`src/rtl/slvtx_pkg.sv`:
```
// Package: shared state type and frame-length rule for the serial transmitter.
// Assumes: lengths are small non-negative integers.
package slvtx_pkg;

    // Transmitter sequencing states.
    typedef enum logic [1:0] {
        ST_IDLE = 2'd0,
        ST_RUN  = 2'd1,
        ST_GAPA = 2'd2,
        ST_GAPB = 2'd3
    } tx_state_e;

    // Map a requested length onto 1..maxv; zero or oversize selects maxv.
    function automatic int unsigned fit_len(input int unsigned req, input int unsigned maxv);
        return ((req == 0) || (req > maxv)) ? maxv : req;
    endfunction

endpackage

```
`src/rtl/slvtx_sckdet.sv`:
```
// Module: synchroniser and falling-edge detector for the external shift clock.
// Assumes: pin is asynchronous to clk and idles high; SYNC >= 2 stages.
// fall is a one-cycle pulse when the synchronised pin goes from 1 to 0.
module slvtx_sckdet #(
    parameter int SYNC = 2
) (
    input  logic clk,
    input  logic rst_n,
    input  logic pin,
    output logic fall
);

    logic [SYNC:0] chain_q;

    // Shift the pin through the synchroniser plus one history stage.
    always_ff @(posedge clk) begin
        if (!rst_n) chain_q <= '1;
        else        chain_q <= {chain_q[SYNC-1:0], pin};
    end

    // Edge seen when the older sample is high and the newer one low.
    assign fall = chain_q[SYNC] & ~chain_q[SYNC-1];

    // a detected edge cannot repeat on the next cycle.
    a_r3_fall_isolated: assert property (@(posedge clk) disable iff (!rst_n)
        fall |=> !fall);

endmodule

```
`src/rtl/slvtx_mclk.sv`:
```
// Module: internal shift-clock divider used when the external clock is not selected.
// Assumes: HALF >= 1; held high and reset while slave mode is selected.
// tick marks the clk edge on which the divided clock falls.
module slvtx_mclk #(
    parameter int HALF = 3,
    localparam int CW = $clog2(HALF + 1)
) (
    input  logic clk,
    input  logic rst_n,
    input  logic slave,
    output logic sck,
    output logic tick
);

    logic [CW-1:0] cnt_q;
    logic          sck_q;
    logic          wrap;

    assign wrap = (cnt_q == CW'(HALF - 1));

    // Count half periods and toggle the clock; parked high in slave mode.
    always_ff @(posedge clk) begin
        if (!rst_n || slave) begin
            cnt_q <= '0;
            sck_q <= 1'b1;
        end else if (wrap) begin
            cnt_q <= '0;
            sck_q <= ~sck_q;
        end else begin
            cnt_q <= cnt_q + CW'(1);
        end
    end

    assign sck  = sck_q;
    assign tick = !slave && wrap && sck_q;

    // slave mode keeps the internal clock high.
    a_r11_slave_high: assert property (@(posedge clk) disable iff (!rst_n)
        slave |=> sck_q);
    // internal shift events only exist in master mode and coincide with a fall.
    a_r9_tick_falls: assert property (@(posedge clk) disable iff (!rst_n)
        tick |=> (!sck_q && !slave) || $past(slave) || slave);

endmodule

```
`src/rtl/slvtx_hold.sv`:
```
// Module: one-word holding register between host and shifter.
// Assumes: a write in the same cycle as a take wins; the take reads the old word.
module slvtx_hold #(
    parameter int DW = 8
) (
    input  logic          clk,
    input  logic          rst_n,
    input  logic          wr_en,
    input  logic [DW-1:0] wr_data,
    input  logic          take,
    output logic          full,
    output logic [DW-1:0] data
);

    logic          full_q;
    logic [DW-1:0] data_q;

    // Capture host writes and release the slot when the shifter takes it.
    always_ff @(posedge clk) begin
        if (!rst_n) begin
            full_q <= 1'b0;
            data_q <= '0;
        end else if (wr_en) begin
            full_q <= 1'b1;
            data_q <= wr_data;
        end else if (take) begin
            full_q <= 1'b0;
        end
    end

    assign full = full_q;
    assign data = data_q;

    // any write leaves the slot full with the newest word.
    a_r10_write_lands: assert property (@(posedge clk) disable iff (!rst_n)
        wr_en |=> full_q && (data_q == $past(wr_data)));

endmodule

```
`src/rtl/slvtx_shift.sv`:
```
// Module: frame shifter and sequencer (load, shift, two-cycle gap, reload or finish).
// Assumes: tick is a one-cycle shift event; hold slot is offered through full/hold_data.
module slvtx_shift
    import slvtx_pkg::*;
#(
    parameter int DW = 8,
    localparam int LW = $clog2(DW + 1)
) (
    input  logic          clk,
    input  logic          rst_n,
    input  logic          tick,
    input  logic          full,
    input  logic [DW-1:0] hold_data,
    input  logic [LW-1:0] flen,
    output logic          take,
    output logic          txd,
    output logic          empty_p,
    output logic          done_p
);

    tx_state_e     st_q;
    logic [DW-1:0] sh_q;
    logic [LW-1:0] cnt_q;
    logic [LW-1:0] nbits_q;
    logic          txd_q;
    logic          emp_q;
    logic          done_q;
    logic [LW-1:0] eff_len;

    // Resolve the requested length for the word about to load.
    assign eff_len = LW'(fit_len(int'(flen), DW));

    // A waiting word is accepted when idle or at the end of the gap.
    assign take = full && ((st_q == ST_IDLE) || (st_q == ST_GAPB));

    // Sequence the frame: load, shift on ticks, close with gap, then reload or finish.
    always_ff @(posedge clk) begin
        if (!rst_n) begin
            st_q    <= ST_IDLE;
            sh_q    <= '0;
            cnt_q   <= '0;
            nbits_q <= '0;
            txd_q   <= 1'b1;
            emp_q   <= 1'b0;
            done_q  <= 1'b0;
        end else begin
            emp_q  <= 1'b0;
            done_q <= 1'b0;
            if (take) begin
                sh_q    <= hold_data;
                cnt_q   <= '0;
                nbits_q <= eff_len;
                st_q    <= ST_RUN;
                emp_q   <= 1'b1;
            end else begin
                case (st_q)
                    ST_RUN: begin
                        if (tick) begin
                            if (cnt_q == nbits_q) begin
                                txd_q <= 1'b1;
                                st_q  <= ST_GAPA;
                            end else begin
                                txd_q <= sh_q[0];
                                sh_q  <= sh_q >> 1;
                                cnt_q <= cnt_q + LW'(1);
                            end
                        end
                    end
                    ST_GAPA: st_q <= ST_GAPB;
                    ST_GAPB: begin
                        st_q   <= ST_IDLE;
                        done_q <= 1'b1;
                    end
                    default: st_q <= ST_IDLE;
                endcase
            end
        end
    end

    assign txd     = txd_q;
    assign empty_p = emp_q;
    assign done_p  = done_q;

    // the line moves only in response to a shift event.
    a_r4_txd_on_tick: assert property (@(posedge clk) disable iff (!rst_n)
        !tick |=> $stable(txd_q));
    // outside an active frame the line is high.
    a_r6_high_outside_run: assert property (@(posedge clk) disable iff (!rst_n)
        (st_q != ST_RUN) |-> txd_q);
    // the bit count never passes the length captured at load.
    a_r5_count_bound: assert property (@(posedge clk) disable iff (!rst_n)
        cnt_q <= nbits_q);
    // the buffer-empty indication lasts a single cycle.
    a_r2_empty_single: assert property (@(posedge clk) disable iff (!rst_n)
        emp_q |=> !emp_q);

endmodule

```
`src/rtl/slvtx_top.sv`:
```
// Module: top of the double-buffered serial transmitter with selectable shift clock.
// Assumes: ext_sck is asynchronous; mode and frame length change only between frames
// except when draining a stalled frame through master mode.
module slvtx_top #(
    parameter int DW    = 8,
    parameter int SYNC  = 2,
    parameter int MHALF = 3,
    localparam int LW   = $clog2(DW + 1)
) (
    input  logic          clk,
    input  logic          rst_n,
    input  logic          slave_mode,
    input  logic [LW-1:0] frame_len,
    input  logic          wr_en,
    input  logic [DW-1:0] wr_data,
    input  logic          ext_sck,
    output logic          mst_sck,
    output logic          txd,
    output logic          buf_empty_pulse,
    output logic          done_pulse
);

    logic          ext_fall;
    logic          int_fall;
    logic          shift_ev;
    logic          take;
    logic          full;
    logic [DW-1:0] hold_data;

    slvtx_sckdet #(.SYNC(SYNC)) u_det (
        .clk  (clk),
        .rst_n(rst_n),
        .pin  (ext_sck),
        .fall (ext_fall)
    );

    slvtx_mclk #(.HALF(MHALF)) u_mclk (
        .clk  (clk),
        .rst_n(rst_n),
        .slave(slave_mode),
        .sck  (mst_sck),
        .tick (int_fall)
    );

    // Pick the shift-event source from the mode input.
    assign shift_ev = slave_mode ? ext_fall : int_fall;

    slvtx_hold #(.DW(DW)) u_hold (
        .clk    (clk),
        .rst_n  (rst_n),
        .wr_en  (wr_en),
        .wr_data(wr_data),
        .take   (take),
        .full   (full),
        .data   (hold_data)
    );

    slvtx_shift #(.DW(DW)) u_shift (
        .clk      (clk),
        .rst_n    (rst_n),
        .tick     (shift_ev),
        .full     (full),
        .hold_data(hold_data),
        .flen     (frame_len),
        .take     (take),
        .txd      (txd),
        .empty_p  (buf_empty_pulse),
        .done_p   (done_pulse)
    );

    // a reload and a completion never occur together.
    a_r7_no_done_on_reload: assert property (@(posedge clk) disable iff (!rst_n)
        done_pulse |-> !buf_empty_pulse);
    // completion is a single-cycle pulse.
    a_r8_done_single: assert property (@(posedge clk) disable iff (!rst_n)
        done_pulse |=> !done_pulse);

endmodule

```
`config.mk`:
```
export PLATFORM = sky130hd
export DESIGN_NAME = slvtx_top
export DESIGN_NICKNAME = d
export VERILOG_FILES = /design/src/rtl/slvtx_pkg.sv /design/src/rtl/slvtx_sckdet.sv /design/src/rtl/slvtx_mclk.sv /design/src/rtl/slvtx_hold.sv /design/src/rtl/slvtx_shift.sv /design/src/rtl/slvtx_top.sv
export SDC_FILE = /design/constraint.sdc
export NUM_CORES = 1
export LEC_CHECK = 0
export BUFFER_PORTS_ARGS = -buffer_cell sky130_fd_sc_hd__buf_2
export CAP_MARGIN = 20
export CORE_MARGIN = 2
export CORE_UTILIZATION = 30
export DETAILED_ROUTE_END_ITERATION = 8
export GPL_TIMING_DRIVEN = 0
export PLACE_DENSITY_LB_ADDON = 0.3
export SETUP_SLACK_MARGIN = 0.02
export SLEW_MARGIN = 5
export SYNTH_ARGS = -nofsm -noshare
export SYNTH_HDL_FRONTEND = slang
export SYNTH_SLANG_ARGS = --single-unit
```
`constraint.sdc`:
```
create_clock -name clk -period 1.9 [get_ports clk]
set_input_delay 0.285 -clock clk [delete_from_list [all_inputs] [get_ports clk]]
set_output_delay 0.285 -clock clk [all_outputs]
set_load 0.01 [all_outputs]
```
Word-level counts from Yosys, hierarchy flattened
Cells that the tools add are included.
Widths: inputs -> output; s select.
{"block": "word_totals", "input_bits": 17, "word_cells": 67, "n_memories": 0, "latchBits": 0, "output_inout_bits": 4, "ff_bits": 36, "mem_bits_rw": 0, "rom_bits": 0}
{"block": "classes", "n_mux": 15, "div": 0, "reduce_logical": 20, "bitwise": 6, "addsub": 2, "shifts": 0, "n_lt_le_gt_ge": 1, "n_mul": 0, "eq_ne": 10}
{"cell": "$mux 8", "n": 4}
{"cell": "$reduce_and 3->1", "n": 3}
{"cell": "$mux 1", "n": 7}
{"cell": "$eq 2x2->1 const B", "n": 3}
{"cell": "$reduce_bool 2->1", "n": 3}
{"cell": "$not 1->1", "n": 5}
{"cell": "$add 4x1->4 const B", "n": 1}
{"cell": "$eq 4x4->1", "n": 1}
{"cell": "$gt 4x4->1 const B", "n": 1}
{"cell": "$logic_not 4->1", "n": 1}
{"cell": "$mux 2", "n": 2}
{"cell": "$mux 4", "n": 1}
{"cell": "$ne 2x2->1 const B", "n": 2}
{"cell": "$pmux 2 s2", "n": 1}
{"cell": "$reduce_and 2->1", "n": 2}
{"cell": "$reduce_or 2->1", "n": 2}
{"cell": "$logic_and 1x1->1", "n": 3}
{"cell": "$logic_or 1x1->1", "n": 3}
{"cell": "$ne 3x2->1 const B", "n": 1}
{"cell": "$ne 3x3->1 const B", "n": 1}
{"cell": "$add 2x1->2 const B", "n": 1}
{"cell": "$eq 2x1->1 const B", "n": 1}
{"cell": "$logic_not 1->1", "n": 2}
{"cell": "$logic_not 2->1", "n": 1}
{"cell": "2 further kinds", "n": 2}

Logic depth before layout (Yosys ltp)
Gate-level depths: netlist of the first run.
{"block": "depth", "word_depth": 7, "ltp_mapped": 7, "mapped_depth_nobuf": 6}

Cells and area by module
Synthesis of the first run repeated with hierarchy kept, for this count alone.
{"block": "unflattened", "cells_unflattened": 172, "hier_area_um2": 1609.0}
{"module": "slvtx_shift", "n_inst": 1, "area_each_um2": 1059.8, "seq_area_each_um2": 420.4, "cells_per_inst": 124}
{"module": "slvtx_hold", "n_inst": 1, "area_each_um2": 335.3, "seq_area_each_um2": 180.2, "cells_per_inst": 28}
{"module": "slvtx_mclk", "n_inst": 1, "area_each_um2": 113.9, "seq_area_each_um2": 60.1, "cells_per_inst": 12}
{"module": "slvtx_sckdet", "n_inst": 1, "area_each_um2": 85.1, "seq_area_each_um2": 60.1, "cells_per_inst": 7}
{"module": "slvtx_top", "n_inst": 1, "area_each_um2": 15.0, "seq_area_each_um2": 0.0, "cells_per_inst": 1}

Least setup slack after synthesis of the first run
OpenSTA, ideal clock, no wires.
{"block": "synth_path", "path_type": "register to register", "start": "register u_mclk.cnt_q[0]", "end": "register u_shift.cnt_q[1]", "required_ps": 1830, "path_slack_ps": 338, "setup_ps": 70, "path_buffers": 1, "synth_period_minus_slack_ps": 1562, "stages_incl_launch_ff": 8, "arrival_ps": 1492, "path_cell_list": "dfxtp_1 inv_1 ha_1 and3b_1 o21ai_1 clkbuf_1 o21ai_1 a21oi_1"}
{"block": "synth_via", "elab_chain_cells": 5}
{"element": "from (decl)", "line": "slvtx_mclk.sv:15", "text": "logic [CW-1:0] cnt_q;"}
{"element": "from (signal assigned)", "line": "slvtx_mclk.sv:30", "text": "cnt_q <= cnt_q + CW'(1);"}
{"element": "$eq 2x2->1", "line": "slvtx_mclk.sv:19", "text": "assign wrap = (cnt_q == CW'(HALF - 1));"}
{"element": "$logic_and 1x1->1 (2 in a row)", "line": "slvtx_mclk.sv:35", "text": "assign tick = !slave && wrap && sck_q;"}
{"element": "$mux 1", "line": "slvtx_top.sv:46", "text": "assign shift_ev = slave_mode ? ext_fall : int_fall;"}
{"element": "$reduce_and 3->1 (no source line)"}
{"element": "to (signal assigned)", "line": "slvtx_shift.sv:65", "text": "cnt_q <= cnt_q + LW'(1);"}
{"element": "to (decl)", "line": "slvtx_shift.sv:23", "text": "logic [LW-1:0] cnt_q;"}
Every way passes these cells.
A chain may end at the register's enable or synchronous reset.

Worst setup path in the final report of the first run
{"block": "layout_path", "start": "register u_shift.st_q[0]", "end": "register u_shift.sh_q[7]"}
{"block": "layout_via", "elab_chain_cells": 5, "word_cells_on_any_way": 10, "cone_classes": "eq/ne (3); mux (1); reduce/logical (6)"}
{"element": "from (decl)", "line": "slvtx_shift.sv:21", "text": "tx_state_e st_q;"}
{"element": "from (signal assigned)", "line": "slvtx_shift.sv:39", "text": "st_q <= ST_IDLE;"}
{"element": "from (signal assigned)", "line": "slvtx_shift.sv:53", "text": "st_q <= ST_RUN;"}
{"element": "from (signal assigned)", "line": "slvtx_shift.sv:61", "text": "st_q <= ST_GAPA;"}
{"element": "$eq 2x2->1 or $logic_not 2->1 (tied branches)", "line": "slvtx_shift.sv:34", "text": "assign take = full && ((st_q == ST_IDLE) || (st_q == ST_GAPB));"}
{"element": "$logic_or 1x1->1", "line": "slvtx_shift.sv:34"}
{"element": "$logic_and 1x1->1", "line": "slvtx_shift.sv:34"}
{"element": "$ne 2x2->1 (no source line) or $reduce_bool 2->1 (tied branches)"}
{"element": "$reduce_and 3->1 (no source line)"}
{"element": "to (signal assigned)", "line": "slvtx_shift.sv:50", "text": "sh_q <= hold_data;"}
{"element": "to (signal assigned)", "line": "slvtx_shift.sv:64", "text": "sh_q <= sh_q >> 1;"}
{"element": "to (decl)", "line": "slvtx_shift.sv:22", "text": "logic [DW-1:0] sh_q;"}
Parallel ways exist; a longest one is shown, timed or not.

==> flow_summary.ini, run 1 <==
[outcome]
outcome = finished clean

[yosys]
synth_warnings = 0
synth-main-ff-cell = dfxtp_1
ys_seq_area_share_pct = 45.7
synth.avg_cell_area_sq_um = 9.50
synthCells = 166
syn_area_sq_mm = 0.00158
netlist.area_leader.share_pct = 45.7
synth_area_leaders = dfxtp_1, mux2i_1, ha_1, nor2b_1, a21oi_1
synth-edff-count = 0
async_reset_ff_share_pct = 0
synth_cell_types = 38
yosysTopAreaCell = dfxtp_1
ys_ff_latch = 36
syn-num-nets = 189

[critical_path]
crit_cells = 6
critPathKind = flop to flop
worstPathMaxFanout = 10
path_cells = inv_1, ha_1, and2_1, clkbuf_1, nand2_1, a21boi_0
crit_slowest_cell = dfxtp_1
timing.reg2reg.setup_slack_ns = 0.18
crit_path_start_kind = flop
critPathTopFamily = buffers and inverters
timing.rr.start = u_shift.st_q[0]
rr_worst_depth = 6
reg2reg_to = u_shift.sh_q[7]
max_stage_delay_ns = 0.42
required_ns = 2.12
cp_data_arrival_time_ns = 1.94
worst-path-buf-inv = 2
crit_path_end_kind = flop
crit_start = u_shift.st_q[0]

[clocking]
ctsHtreeMaxLevel = 2
clock-sinks = 36
insertion_delay_ns = 0.29
post_cts_buffers = 0
tritoncts = built
cts-buffers-inserted = 5
cts_buffer_depth = 2
cts_root_buffer = clkbuf_8
clk_pin_slew_ns = 0.07

[detailed_routing]
ant_nets = 0
drt_iter0_drc = 41
routedWlPerCell_microns = 11.8
firstDrtPassIters = 4
drt-total-wl_microns = 3100
vias = 1220
drc = 0
via_per_inst = 4.66

[die]
start_util_pct = 30.9
core_area_sq_mm = 0.00511
die_area_sq_mm = 0.00586
die_y_microns = 76.5
core.rowCount = 26
die_w_microns = 76.5
io_pins = 21

[final_layout]
design_area_sq_mm = 0.00187
nNetsFinal = 215
layout_common_cells = dfxtp_1, buf_2, a21oi_1, nor2b_1
final_cells = 262
area.growth.synth_to_final_pct = 18.2
layout-drive-gt1-share_pct = 19.8
num_antenna_cells = 0
layout_commonest_cell = dfxtp_1

[placed_design]
dp_hpwl_microns = 2250
io_buffers = 19
placed_area_sq_mm = 0.00176
dp_slack_ns = -0.0147
dp_cells = 255
gp_congestion = 0.761

[grt]
global_route.usage.total_pct = 11.9
grt_overflow_total = 0
grt_first_pass_wirelength_microns = 5530
grt_max_degree = 11
antenna_found_initial = 0
grt_pass1_vias = 1210

[sta]
finalMaxSlewViolations = 0
max_freq_mhz = 583
period_minus_slack_ns = 1.72
fin_skew_ns = 0.00533
worst_slew_pin_slew_ns = 0.595
rsz0062_at_grt = no
setup-violations-final = 0
hold_viol = 0
period_share_pct = 90.3
setup_slack_ns = 0.184
setup_tns_ns = 0
slew_headroom_pct = 60.0

[power]
powerDensity_mw_per_mm2 = 1080
ir_drop_mv = 0.461
leakage_nw = 0.756
power.total_mw = 2.01

[worst_hold_path]
hold_end = u_det.chain_q[0]
worstHoldStart = ext_sck
hold_depth = 2
hold_class = input pin to flop

[run]
max_cap_violations = 0
## stage by stage
stage | utilization [%] | hold WS (ns)
6_report | 36.5 | 0.175
5_1_grt | 36.5 | 0.175
4_1_cts | 36.4 | 0.164
3_5_place_dp | 34.5 | 0.406
3_3_place_gp | 34.5 | 0.393
2_1_floorplan | - | 0.386
## final cells by class
class                   instances  area, sq um
multi-input cells             117          803
fillers                       555         3240
clock buffers                   7         96.3
flip-flops and latches         36          721
inverters                       4         15.0
repair buffers                 19         95.1
well taps                      70         87.6
plain buffers                   9         47.5
## per-layer routing
metal | global-route usage (%) | routed length, microns | up-vias
li1 | - | - | 649
met1 | 15.1 | 1630 | 540
met2 | 18.1 | 1260 | 23
met3 | 3.32 | 132 | 8
met4 | 7.09 | 80 | 0
met5 | 0 | 0 | -
## registers in the layout (all words and copies together), names as in the netlist
signal and count:
u_shift.empty_p 1, u_hold.full 1, u_det.chain_q 3, u_hold.data 8, u_shift.nbits_q 4, u_mclk.sck 1
u_mclk.cnt_q 2, u_shift.txd 1, u_shift.cnt_q 4, u_shift.done_p 1, u_shift.sh_q 8, u_shift.st_q 2
## timing repair
item,4_1_cts,5_1_grt
pin swaps,0,0
setup endpoints to repair,8,12
hold buffers,0,0
endpoints found under the hold margin,0,0
gates resized for setup,2,2
## cells in the mapped netlist (2+ instances only)
master,count
o21a_1,2
inv_1,4
clkbuf_1,7
ha_1,6
a31oi_1,8
nand3_1,2
o21ai_0,10
nor3_1,2
o21ai_1,11
or4_1,2
nor2b_1,12
nor3b_1,3
dfxtp_1,36
nand2b_1,3
nand2_1,5
o31ai_1,2
xor2_1,4
a21oi_1,14
and3b_1,2
mux2i_1,9
nor2_1,4
and3_1,2
## cells by family (layout without fill, tap and decap cells)
kind of cell,count (synthesis),count (layout),share of synthesized area (%)
AO/OA/AOI/OAI,52,52,19.5
XOR/XNOR,5,5,2.78
adder cells (fa/ha/maj),6,6,4.76
buffers and inverters,13,39,3.81
flip-flops,36,36,45.7
multiplexers,9,9,5.71
AND/OR/NAND/NOR,45,45,17.8
## how the worst max path moves through the flow
stage	end
2_1_floorplan	u_shift.cnt_q[1]
3_3_place_gp	u_shift.sh_q[7]
3_5_place_dp	u_shift.sh_q[7]
4_1_cts	u_shift.sh_q[7]
5_1_grt	u_shift.cnt_q[1]
6_report	u_shift.sh_q[7]
## worst reg2reg max path, stage by stage, from the launching register on
cell      delay [ns]
dfxtp_1         0.42
inv_1           0.07
ha_1            0.37
and2_1          0.15
clkbuf_1        0.36
nand2_1         0.11
a21boi_0        0.17
## power breakdown
group          switching, mW  internal (mW)  leakage, nW
sequential            0.0571          0.847        0.295
clock                  0.266          0.323       0.0503
combinational          0.300          0.216        0.411
total                  0.622           1.39        0.756
Note: power is estimated with default switching activity, not from simulation.
==> run 2: changes to the inputs <==
--- a/config.mk
+++ b/config.mk
@@ -11,7 +11,6 @@
 export CORE_UTILIZATION = 30
 export DETAILED_ROUTE_END_ITERATION = 8
 export GPL_TIMING_DRIVEN = 0
-export PLACE_DENSITY_LB_ADDON = 0.3
 export SETUP_SLACK_MARGIN = 0.02
 export SLEW_MARGIN = 5
 export SYNTH_ARGS = -nofsm -noshare
==> flow_summary.ini, run 2 (same netlist as run 1, synthesis figures left out) <==
[outcome]
outcome = finished clean

[placed_design]
placed_area_sq_mm = 0.00176
gp_congestion = 0.749
dp_hpwl_microns = 2250
dp_slack_ns = -0.00871
dp_cells = 255
io_buffers = 19

[power]
ir_drop_mv = 0.471
power.total_mw = 2.09
powerDensity_mw_per_mm2 = 1110
leakage_nw = 0.761

[detailed_routing]
drt-total-wl_microns = 3140
routedWlPerCell_microns = 11.9
vias = 1207
drt_iter0_drc = 33
firstDrtPassIters = 4
drc = 0
ant_nets = 0
via_per_inst = 4.59

[grt]
grt_first_pass_wirelength_microns = 5390
grt_overflow_total = 0
grt_pass1_vias = 1153
grt_max_degree = 12
global_route.usage.total_pct = 11.8
antenna_found_initial = 0

[critical_path]
crit_slowest_cell = dfxtp_1
timing.reg2reg.setup_slack_ns = 0.20
timing.rr.start = u_shift.st_q[0]
worst-path-buf-inv = 2
cp_data_arrival_time_ns = 1.93
worstPathMaxFanout = 10
max_stage_delay_ns = 0.41
critPathTopFamily = buffers and inverters
crit_path_end_kind = flop
required_ns = 2.12
critPathKind = flop to flop
reg2reg_to = u_shift.st_q[0]
crit_path_start_kind = flop
rr_worst_depth = 6
path_cells = inv_1, ha_1, and2_1, clkbuf_1, o21ai_0, mux2i_1

[final_layout]
design_area_sq_mm = 0.00188
nNetsFinal = 215
layout_commonest_cell = dfxtp_1
num_antenna_cells = 0
fillers = 539
layout-drive-gt1-share_pct = 19.7
final_cells = 263
area.growth.synth_to_final_pct = 19.0
layout_common_cells = dfxtp_1, buf_2, a21oi_1, nor2b_1

[run]
max_cap_violations = 0

[clocking]
cts_buffer_depth = 2
ctsResizeCount = 1
clk_pin_slew_ns = 0.07
cts-buffers-inserted = 5
ctsHtreeMaxLevel = 2
ctsHoldBuffers = 0
tritoncts = built
cts_root_buffer = clkbuf_8
clock-sinks = 36
post_cts_buffers = 0
insertion_delay_ns = 0.29

[die]
die_area_sq_mm = 0.00586
core.rowCount = 26
die_y_microns = 76.5
io_pins = 21
start_util_pct = 30.9
core_area_sq_mm = 0.00511
die_w_microns = 76.5

[worst_hold_path]
hold_class = input pin to flop
worstHoldStart = ext_sck
hold_end = u_det.chain_q[0]
hold_depth = 2

[sta]
period_minus_slack_ns = 1.70
rsz0062_at_grt = no
slew_headroom_pct = 59.8
period_share_pct = 89.7
hold_viol = 0
hold_slack_ns = 0.173
setup_slack_ns = 0.196
finalMaxSlewViolations = 0
setup-violations-final = 0
max_freq_mhz = 587
worst_slew_pin_slew_ns = 0.604
fin_skew_ns = 0.00867
==> run 2: cell count changes in the layout (fill, tap and decap cells not counted) <==
cell and delta:
clkinv_2 +1, bufinv_16 +1, clkbuf_8 -2, clkbuf_1 +1
==> run 2: routing by layer <==
| layer | track usage [%] | vias to the layer above | part of all wire, % |
|---|---|---|---|
| met3 | 3.32 | 8 | 4.2 |
| met4 | 5.45 | 0 | 2.1 |
| met1 | 15.7 | 532 | 52 |
| met2 | 17.5 | 22 | 42 |
| li1 | - | 645 | - |
| met5 | 0 | - | 0 |
==> run 2: worst max-delay path by stage <==
stage / depth (start not counted) / slack (ns) / end / start
after global placement: 6 / -0.03 / u_shift.sh_q[7] / u_shift.st_q[0]
after CTS: 7 / 0.04 / u_shift.sh_q[3] / u_mclk.cnt_q[0]
final: 6 / 0.20 / u_shift.st_q[0] / u_shift.st_q[0]
after detailed placement: 6 / -0.009 / u_shift.sh_q[7] / u_shift.st_q[0]
after floorplan: 7 / 0.34 / u_shift.cnt_q[1] / u_mclk.cnt_q[0]
after global routing: 6 / 0.04 / u_shift.sh_q[7] / u_shift.st_q[0]
==> run 2: final cells by class <==
| type | instances | area (sq um) | area share [%] |
|---|---|---|---|
| plain buffers | 9 | 47.5 | 2.53 |
| well taps | 70 | 87.6 | 4.67 |
| flip-flops and latches | 36 | 721 | 38.4 |
| clock buffers | 6 | 72.6 | 3.87 |
| multi-input cells | 117 | 803 | 42.8 |
| inverters | 4 | 15.0 | 0.800 |
| clock inverters | 2 | 35.0 | 1.87 |
| repair buffers | 19 | 95.1 | 5.07 |
==> run 2: metrics by stage <==
step	utilization, %	setup TNS (ns)
2_1_floorplan	-	0
3_3_place_gp	34.5	-0.0253
3_5_place_dp	34.5	-0.00871
4_1_cts	36.6	0
5_1_grt	36.7	0
6_report	36.7	0
==> run 2: power breakdown <==
group	switching, mW	internal (mW)	total, mW
logic	0.304	0.216	0.520
registers	0.0559	0.847	0.903
clock network	0.273	0.389	0.662
total	0.633	1.45	2.09
==> run 2: worst reg2reg max path, stage by stage, from the launching register on <==
cell and delay, ns:
dfxtp_1 0.41, inv_1 0.06, ha_1 0.37, and2_1 0.15, clkbuf_1 0.37, o21ai_0 0.14, mux2i_1 0.14
==> run 3: changes to the inputs <==
--- a/config.mk
+++ b/config.mk
@@ -9,6 +9,7 @@
 export CAP_MARGIN = 20
 export CORE_MARGIN = 2
 export CORE_UTILIZATION = 30
+export CTS_BUF_LIST = sky130_fd_sc_hd__clkbuf_16
 export DETAILED_ROUTE_END_ITERATION = 8
 export GPL_TIMING_DRIVEN = 0
 export SETUP_SLACK_MARGIN = 0.02
==> flow_summary.ini, run 3 (same netlist as run 1, synthesis figures left out) <==
[outcome]
outcome = finished clean

[detailed_routing]
drc = 0
ant_nets = 0
via_per_inst = 4.64
drt_iter0_drc = 26
routedWlPerCell_microns = 12.1
drt-total-wl_microns = 3170
vias = 1215
firstDrtPassIters = 4

[clocking]
cts-buffers-inserted = 5
ctsHtreeMaxLevel = 2
ctsHoldBuffers = 0
cts_root_buffer = clkbuf_16
cts_buffer_depth = 2
clock-sinks = 36
tritoncts = built
clk_pin_slew_ns = 0.05
insertion_delay_ns = 0.28
post_cts_buffers = 0

[final_layout]
area.growth.synth_to_final_pct = 22.3
multiInputGateArea_sq_um = 803
final_cells = 262
fillers = 530
ff_latch_area_sq_um = 721
layout_common_cells = dfxtp_1, buf_2, a21oi_1, nor2b_1
layout-drive-gt1-share_pct = 19.8
nNetsFinal = 214
layout_commonest_cell = dfxtp_1
utilization_pct = 37.8
num_antenna_cells = 0

[sta]
setup-violations-final = 0
worst_slew_pin_slew_ns = 0.611
hold_viol = 0
period_share_pct = 89.3
finalMaxSlewViolations = 0
max_freq_mhz = 589
fin_skew_ns = 0.00473
slew_headroom_pct = 59.3
rsz0062_at_grt = no
period_minus_slack_ns = 1.70

[worst_hold_path]
hold_end = u_det.chain_q[0]
hold_depth = 2
worstHoldStart = ext_sck
hold_class = input pin to flop

[critical_path]
reg2reg_to = u_shift.sh_q[7]
crit_start = u_shift.st_q[0]
crit_path_start_kind = flop
crit_slowest_cell = dfxtp_1
worst-path-buf-inv = 2
critPathTopFamily = flip-flops
critPathKind = flop to flop
crit_path_end_kind = flop
cp_data_arrival_time_ns = 1.90
rr_worst_depth = 6
timing.reg2reg.setup_slack_ns = 0.20
max_stage_delay_ns = 0.41
timing.rr.start = u_shift.st_q[0]
required_ns = 2.10
worstPathMaxFanout = 10
path_cells = inv_1, ha_1, nand2_2, buf_2, o211ai_1, a21boi_0

[power]
powerDensity_mw_per_mm2 = 1210
ir_drop_mv = 0.558
power.total_mw = 2.34
leakage_nw = 0.789

[die]
core_area_sq_mm = 0.00511
core.rowCount = 26
start_util_pct = 30.9
die_y_microns = 76.5
io_pins = 21
die_area_sq_mm = 0.00586
die_w_microns = 76.5

[grt]
antenna_found_initial = 0
global_route.usage.total_pct = 12.0
grt_overflow_total = 0
grt_pass1_vias = 1155
grt_max_degree = 12
grt_first_pass_wirelength_microns = 5440

[placed_design]
gp_congestion = 0.749
dp_cells = 255
io_buffers = 19
dp_hpwl_microns = 2250

[run]
max_cap_violations = 0
==> run 3: what timing repair did <==
item / CTS / global route
setup endpoints to repair: 6 / 12
resized for setup: 1 / 5
gates cloned: 0 / 0
==> run 3: per-layer routing <==
layer	share of wire (%)	track usage (%)	wire length, microns
met5	0	0	0
met3	5.2	2.96	164
met2	41	17.7	1300
met1	51	15.7	1630
met4	2.4	7.64	75
==> run 3: final cells by class <==
class,count,share of cell area (%)
Multi-Input combinational cell,117,41.6
Timing Repair Buffer,19,4.93
Clock inverter,3,2.01
Buffer,8,2.27
Tap cell,70,4.54
Sequential cell,36,37.4
Clock buffer,5,6.49
Inverter,4,0.778
==> run 3: how the worst max path moves through the flow <==
| stage | endpoint | cells after the start |
|---|---|---|
| after CTS | u_shift.sh_q[7] | 6 |
| after global placement | u_shift.sh_q[7] | 6 |
| after global routing | u_shift.sh_q[7] | 6 |
| after detailed placement | u_shift.sh_q[7] | 6 |
| after floorplan | u_shift.cnt_q[1] | 7 |
| final | u_shift.sh_q[7] | 6 |
==> run 3: per-stage QoR <==
stage          TNS (ns)  instance area (sq um)  hold slack [ns]  setup WS, ns
6_report              0                   1930            0.182         0.203
5_1_grt               0                   1930            0.196        0.0301
4_1_cts               0                   1930            0.180        0.0355
3_5_place_dp   -0.00871                   1760            0.395      -0.00871
3_3_place_gp    -0.0253                   1760            0.389       -0.0253
2_1_floorplan         0                   1580            0.386         0.338
==> run 3: report_power, final <==
part / total [mW] / leakage, nW / switching, mW / internal [mW]
clock: 0.919 / 0.0850 / 0.308 / 0.611
combinational: 0.516 / 0.409 / 0.302 / 0.214
sequential: 0.904 / 0.295 / 0.0559 / 0.848
